**config.mk**
```make
export PLATFORM = sky130hd
export DESIGN_NAME = dmx_ctrl
export DESIGN_NICKNAME = d
export VERILOG_FILES = /design/src/rtl/dmx_pkg.sv /design/src/rtl/dmx_decode.sv /design/src/rtl/dmx_sof_pick.sv /design/src/rtl/dmx_slot.sv /design/src/rtl/dmx_ctrl.sv
export SDC_FILE = /design/constraint.sdc
export NUM_CORES = 2
export LEC_CHECK = 0
export BUFFER_PORTS_ARGS = -buffer_cell sky130_fd_sc_hd__clkbuf_2
export CAP_MARGIN = 10
export CORE_ASPECT_RATIO = 1.2
export CORE_MARGIN = 2
export CORE_UTILIZATION = 28
export DETAILED_ROUTE_END_ITERATION = 12
export GPL_ROUTABILITY_DRIVEN = 0
export SYNTH_ARGS = -nofsm -noshare
export SYNTH_HDL_FRONTEND = slang
export SYNTH_SLANG_ARGS = --single-unit
```
**constraint.sdc**
```tcl
create_clock -name clk -period 2.89 [get_ports clk]
set_input_delay 0.289 -clock clk [delete_from_list [all_inputs] [get_ports clk]]
set_output_delay 0.289 -clock clk [all_outputs]
set_load 0.005 [all_outputs]
```
**src/rtl/dmx_pkg.sv**
```systemverilog
`timescale 1ns/1ps
package dmx_pkg;
    localparam int NUM_INST = 10;
    localparam int DATA_W   = 32;
    localparam int MASK_W   = 2 * DATA_W;
    localparam int SOF_SRC  = 6;
    localparam int SEL_W    = 3;
    localparam int ADDR_W   = 9;
    localparam int GRP_LSB  = 5;
    localparam int IDX_W    = $clog2(NUM_INST);

    typedef enum logic [2:0] {
        FLD_EN   = 3'd0,
        FLD_LOCK = 3'd1,
        FLD_RST  = 3'd2,
        FLD_MLO  = 3'd3,
        FLD_SOF  = 3'd4,
        FLD_MHI  = 3'd5,
        FLD_NONE = 3'd7
    } fld_e;

    typedef struct packed {
        logic              en;
        logic              req;
        logic              grant;
        logic              pend;
        logic [SEL_W-1:0]  sel;
        logic [MASK_W-1:0] mask;
        logic [MASK_W-1:0] strobe;
    } slot_t;
endpackage

```
**src/rtl/dmx_decode.sv**
```systemverilog
`timescale 1ns/1ps
module dmx_decode
    import dmx_pkg::*;
(
    input  logic [ADDR_W-1:0] addr,
    output logic              hit,
    output logic [IDX_W-1:0]  idx,
    output fld_e              fld
);
    localparam int GRP_W = ADDR_W - GRP_LSB;

    logic [GRP_W-1:0] grp;
    logic [2:0]       word;

    always_comb begin
        grp  = addr[ADDR_W-1:GRP_LSB];
        word = addr[GRP_LSB-1:2];
        hit  = 1'b0;
        idx  = '0;
        fld  = FLD_NONE;
        if (addr[1:0] == 2'b00 && grp >= GRP_W'(1) && grp <= GRP_W'(NUM_INST)) begin
            idx = IDX_W'(grp - GRP_W'(1));
            case (word)
                3'd0:    fld = FLD_EN;
                3'd1:    fld = FLD_LOCK;
                3'd2:    fld = FLD_RST;
                3'd3:    fld = FLD_MLO;
                3'd4:    fld = FLD_SOF;
                3'd5:    fld = FLD_MHI;
                default: fld = FLD_NONE;
            endcase
            hit = (fld != FLD_NONE);
        end
    end
endmodule

```
**src/rtl/dmx_sof_pick.sv**
```systemverilog
`timescale 1ns/1ps
module dmx_sof_pick
    import dmx_pkg::*;
(
    input  logic [SEL_W-1:0]   sel,
    input  logic [SOF_SRC-1:0] sof_in,
    output logic               single,
    output logic               hit
);
    always_comb begin
        single = (sel == '0);
        hit    = 1'b0;
        for (int s = 0; s < SOF_SRC; s++) begin
            if (sel == SEL_W'(s + 1)) hit = sof_in[s];
        end
    end
endmodule

```
**src/rtl/dmx_slot.sv**
```systemverilog
`timescale 1ns/1ps
module dmx_slot
    import dmx_pkg::*;
(
    input  logic              clk,
    input  logic              rst_n,
    input  logic              wr_en,
    input  fld_e              fld,
    input  logic [DATA_W-1:0] wdata,
    input  logic              single,
    input  logic              hit,
    output logic [SEL_W-1:0]  sel,
    output logic [DATA_W-1:0] rdata,
    output logic              en,
    output logic              req,
    output logic              grant,
    output logic              pend,
    output logic [MASK_W-1:0] strobe
);
    slot_t st_q, st_d;
    logic  evt;

    // Trigger event: every cycle in free-running mode, else the chosen pulse.
    assign evt = single | hit;

    always_comb begin
        st_d        = st_q;
        st_d.strobe = '0;

        if (st_q.en && st_q.req && !st_q.grant && evt) st_d.grant = 1'b1;

        // Deferred burst fires only once nobody is requesting the slot.
        if (st_q.pend && !st_q.req && evt) begin
            st_d.strobe = st_q.mask;
            st_d.pend   = 1'b0;
        end

        if (wr_en) begin
            case (fld)
                FLD_EN:   st_d.en = wdata[0];
                FLD_LOCK: begin
                    st_d.req = wdata[0];
                    if (!wdata[0]) begin
                        if (st_q.grant) st_d.pend = 1'b1;
                        st_d.grant = 1'b0;
                    end
                end
                FLD_RST:  if (wdata[0]) begin
                    st_d.en    = 1'b0;
                    st_d.grant = 1'b0;
                    st_d.pend  = 1'b0;
                end
                FLD_MLO:  st_d.mask[DATA_W-1:0]      = wdata;
                FLD_MHI:  st_d.mask[MASK_W-1:DATA_W] = wdata;
                FLD_SOF:  st_d.sel = wdata[SEL_W-1:0];
                default:  ;
            endcase
        end
    end

    always_ff @(posedge clk or negedge rst_n) begin
        if (!rst_n) st_q <= '0;
        else        st_q <= st_d;
    end

    always_comb begin
        case (fld)
            FLD_EN:   rdata = {{(DATA_W-1){1'b0}}, st_q.en};
            FLD_LOCK: rdata = {{(DATA_W-2){1'b0}}, st_q.grant, st_q.req};
            FLD_MLO:  rdata = st_q.mask[DATA_W-1:0];
            FLD_MHI:  rdata = st_q.mask[MASK_W-1:DATA_W];
            FLD_SOF:  rdata = {{(DATA_W-SEL_W){1'b0}}, st_q.sel};
            default:  rdata = '0;
        endcase
    end

    assign sel    = st_q.sel;
    assign en     = st_q.en;
    assign req    = st_q.req;
    assign grant  = st_q.grant;
    assign pend   = st_q.pend;
    assign strobe = st_q.strobe;
endmodule

```
**src/rtl/dmx_ctrl.sv**
```systemverilog
`timescale 1ns/1ps
module dmx_ctrl
    import dmx_pkg::*;
(
    input  logic                       clk,
    input  logic                       rst_n,
    input  logic                       bus_wr,
    input  logic [ADDR_W-1:0]          bus_addr,
    input  logic [DATA_W-1:0]          bus_wdata,
    output logic [DATA_W-1:0]          bus_rdata,
    input  logic [SOF_SRC-1:0]         sof_in,
    output logic [NUM_INST*MASK_W-1:0] upd_strobe
);
    logic              dec_hit;
    logic [IDX_W-1:0]  dec_idx;
    fld_e              dec_fld;
    logic [DATA_W-1:0] slot_rd [NUM_INST];
    logic [NUM_INST-1:0] en_vec, req_vec, grant_vec, pend_vec;

    dmx_decode u_dec (
        .addr (bus_addr),
        .hit  (dec_hit),
        .idx  (dec_idx),
        .fld  (dec_fld)
    );

    for (genvar i = 0; i < NUM_INST; i++) begin : g_slot
        logic [SEL_W-1:0] sel;
        logic             single;
        logic             hit;
        logic             wr_here;

        assign wr_here = bus_wr && dec_hit && (dec_idx == IDX_W'(i));

        dmx_sof_pick u_pick (
            .sel    (sel),
            .sof_in (sof_in),
            .single (single),
            .hit    (hit)
        );

        dmx_slot u_slot (
            .clk    (clk),
            .rst_n  (rst_n),
            .wr_en  (wr_here),
            .fld    (dec_fld),
            .wdata  (bus_wdata),
            .single (single),
            .hit    (hit),
            .sel    (sel),
            .rdata  (slot_rd[i]),
            .en     (en_vec[i]),
            .req    (req_vec[i]),
            .grant  (grant_vec[i]),
            .pend   (pend_vec[i]),
            .strobe (upd_strobe[i*MASK_W +: MASK_W])
        );
    end

    always_comb begin
        bus_rdata = '0;
        for (int i = 0; i < NUM_INST; i++) begin
            if (dec_hit && dec_idx == IDX_W'(i)) bus_rdata = slot_rd[i];
        end
    end
endmodule

```
==> impl_metrics.tcl <==
set metrics [dict create \
    grt_pass1_vias 39400 \
    ys_seq_elements 1350 \
    numPortBuffers 721 \
    synth.avg_cell_area_um2 12.6 \
    ys_seq_area_share_pct 57.8 \
    dieArea_um2 212000 \
    nNetsFinal 5005 \
    die_w_um 421 \
    crit_arrival_ps 3100 \
    multi_input_comb_area_um2 20300 \
    maxCapViolations 0 \
    synth_top_cell_area_share_pct 57.8 \
    yosysMostFrequentCell "dfrtp_1" \
    final-hold-violation-count 0 \
    hpwl_um 155000 \
    clock_sinks 1350 \
    grt_pass1_wl_um 308000 \
    via_per_inst 4.88 \
    cts_tree "yes" \
    synth_area_um2 58400 \
    ys.flop_type "dfrtp_1" \
    gr-total-overflow 0 \
    final_core_util_pct 34.5 \
    drc 0 \
    violations "negative setup slack" \
    ys_top_cells_by_area "dfrtp_1 (58%), mux2_2 (12%), buf_4 (8.3%), and2_1 (6.9%), a22oi_1 (3.5%)" \
    yosys_warnings 0 \
    setup_tns_ps -10820 \
    setup_violations 32 \
    pwr_density_cell_nw_per_um2 566 \
    critical_path.max_fanout 8 \
    seqCellArea_um2 33800 \
    dpl-instance-area_um2 63200 \
    antenna_found_initial 19 \
    pre_cts_slack_ps -1300 \
    synthDistinctLibCells 70 \
    peakVddDrop_mv 0.556 \
    clockRootBuffer "clkbuf_16" \
    fin_ws_ps -502 \
    slew_violations 0 \
    layout_min_cycle_time_ps 3390 \
    coreArea_um2 207000 \
    std_cell_rows 183 \
    total_power_mw 40.4 \
    ios 722 \
    min_path_type "in2async" \
    synth_nets 4679 \
    fillers 20200 \
    fmax_mhz 295 \
    clk_latency_ps 830 \
    rsz0062_at_grt "yes" \
    synthArstFlopShare_pct 100 \
    grt_util_all_layers_pct 20.2 \
    wl_per_cell_um 28.1 \
    synth-edff-count 0 \
    worstPathRequired_ps 2600 \
    post-route-period-util_pct 117 \
    worst_pin_slew_ps 987 \
    fin_area_um2 71500 \
    detail_route.first_pass.iterations 5 \
    drt-initial-drc-count 3810 \
    max_slew_margin_pct 34.2 \
    clk_pin_slew_ps 60 \
    leakagePower_nw 35.1 \
    numCtsBuffers 141 \
    grt_max_degree 155 \
    routed-via-count 38300 \
    cts_buffer_depth 3 \
    ant_nets 0 \
    htreeDepth 4 \
    skew_ps 45.0 \
    yosys.area.top_type "dfrtp_1" \
    area_growth_syn_to_layout_pct 22.4 \
    drive_gt1_share_pct 47.3 \
    start_util_pct 28.2 \
    die_h_um 504 \
    cp-start-kind "primary input" \
    status "complete, but fails checks" \
    finalWirelength_um 220000 \
    synth_common_cells "dfrtp_1 (1350), buf_4 (647), and2_1 (643), mux2_2 (606), a22oi_1 (275)" \
    crit_path_end_kind "primary output" \
    crit_type "in2out" \
    postSynthCellCount 4626 \
]
-- worst paths after layout --
path                                            from                     endpoint  slack [ps]  cells after the start
max                                      bus_addr[5]                bus_rdata[10]        -500                     17
min                                            rst_n    g_slot[0].u_slot.st_q[88]         140                      3
max reg2reg                  g_slot[7].u_slot.sel[0]  g_slot[7].u_slot.strobe[28]         730                      6
min reg2reg                g_slot[6].u_slot.st_q[76]  g_slot[6].u_slot.strobe[12]         490                      1
max in group asynchronous                      rst_n   g_slot[5].u_slot.st_q[122]        1720                      4
min in group clk                         bus_addr[3]         g_slot[8].u_slot.req         160                      6
-- routing by layer --
layer  vias up  GRT usage [%]  share of wire, %
li1      16000              -                 -
met1     20300           27.5                43
met2      1650           31.3                46
met3       364           3.73               6.4
met4         4           8.44               4.4
met5         -              0            0.0086
-- layout make-up --
cell class / instances / area share [%]
Multi-Input combinational cell: 2279 / 28.4
Clock buffer: 187 / 5.65
Inverter: 21 / 0.117
Antenna cell: 11 / 0.0385
Timing Repair Buffer: 1159 / 12.1
Tap cell: 2775 / 4.86
Clock inverter: 72 / 1.56
Sequential cell: 1350 / 47.2
-- report_power, final --
part           internal [mW]  switching (mW)  total, mW
logic                  0.372            1.12       1.49
clock network           11.7            8.24       19.9
registers               18.9          0.0490       19.0
total                   31.0            9.41       40.4
-- state kept, by name, indices dropped and copies added, names as in the netlist --
name / count
g_slot.u_slot.strobe: 640
g_slot.u_slot.st_q: 640
g_slot.u_slot.en: 10
g_slot.u_slot.sel: 30
g_slot.u_slot.pend: 10
g_slot.u_slot.req: 10
g_slot.u_slot.grant: 10
-- cells in the final DEF, fill, tap and decap left out, types with 19 or more instances in the layout --
master        n
mux2_4       60
buf_6        48
mux2i_1      29
mux2_2      606
nand3_1      48
clkbuf_2    705
a22oi_2     121
o22ai_2      35
clkbuf_8     24
o221ai_1     29
a21oi_1      22
o21ai_0      23
a221o_1      29
nand2_1      73
o22ai_1      22
buf_12       90
dfrtp_1    1350
o22a_1       33
a22oi_1     154
inv_1        19
bufinv_16    19
buf_4       283
and2_1      641
nor2_1       61
clkbuf_16   153
-- kinds of logic after synthesis --
logic type / share of synthesized area [%]
AND/OR/NAND/NOR: 10.0
buffers and inverters: 10.8
adder cells (fa/ha/maj): 0.0643
AO/OA/AOI/OAI: 7.16
multiplexers: 14.2
XOR/XNOR: 0.0450
flip-flops: 57.8
-- per-stage QoR --
stage	hold WS [ps]	cells
2_1_floorplan	-6.59	4626
3_3_place_gp	161	7517
3_5_place_dp	158	7517
4_1_cts	85.6	7814
5_1_grt	125	7849
6_report	140	7854
-- critical path: stages --
cell      delay [ps]
buf_6             80
inv_4             40
ha_1             200
nand3b_1         190
nand2_2          160
buf_6            130
nor3_4            50
buf_12           150
buf_16           160
buf_12           160
buf_6            130
a22oi_2          340
o22ai_2          150
nor3_4           490
buf_6            170
nand3_4           80
clkbuf_2         120
-- repair_timing --
action / 4_1_cts / 5_1_grt
gates resized for setup: 284 / 155
pin swaps: 96 / 97
endpoints found under the hold margin: 905 / 0
hold buffers: 4 / 0
setup buffers: 35 / 31
setup endpoints to repair: 32 / 32
gates cloned: 9 / 9
Note: power is estimated with default switching activity, not from simulation.
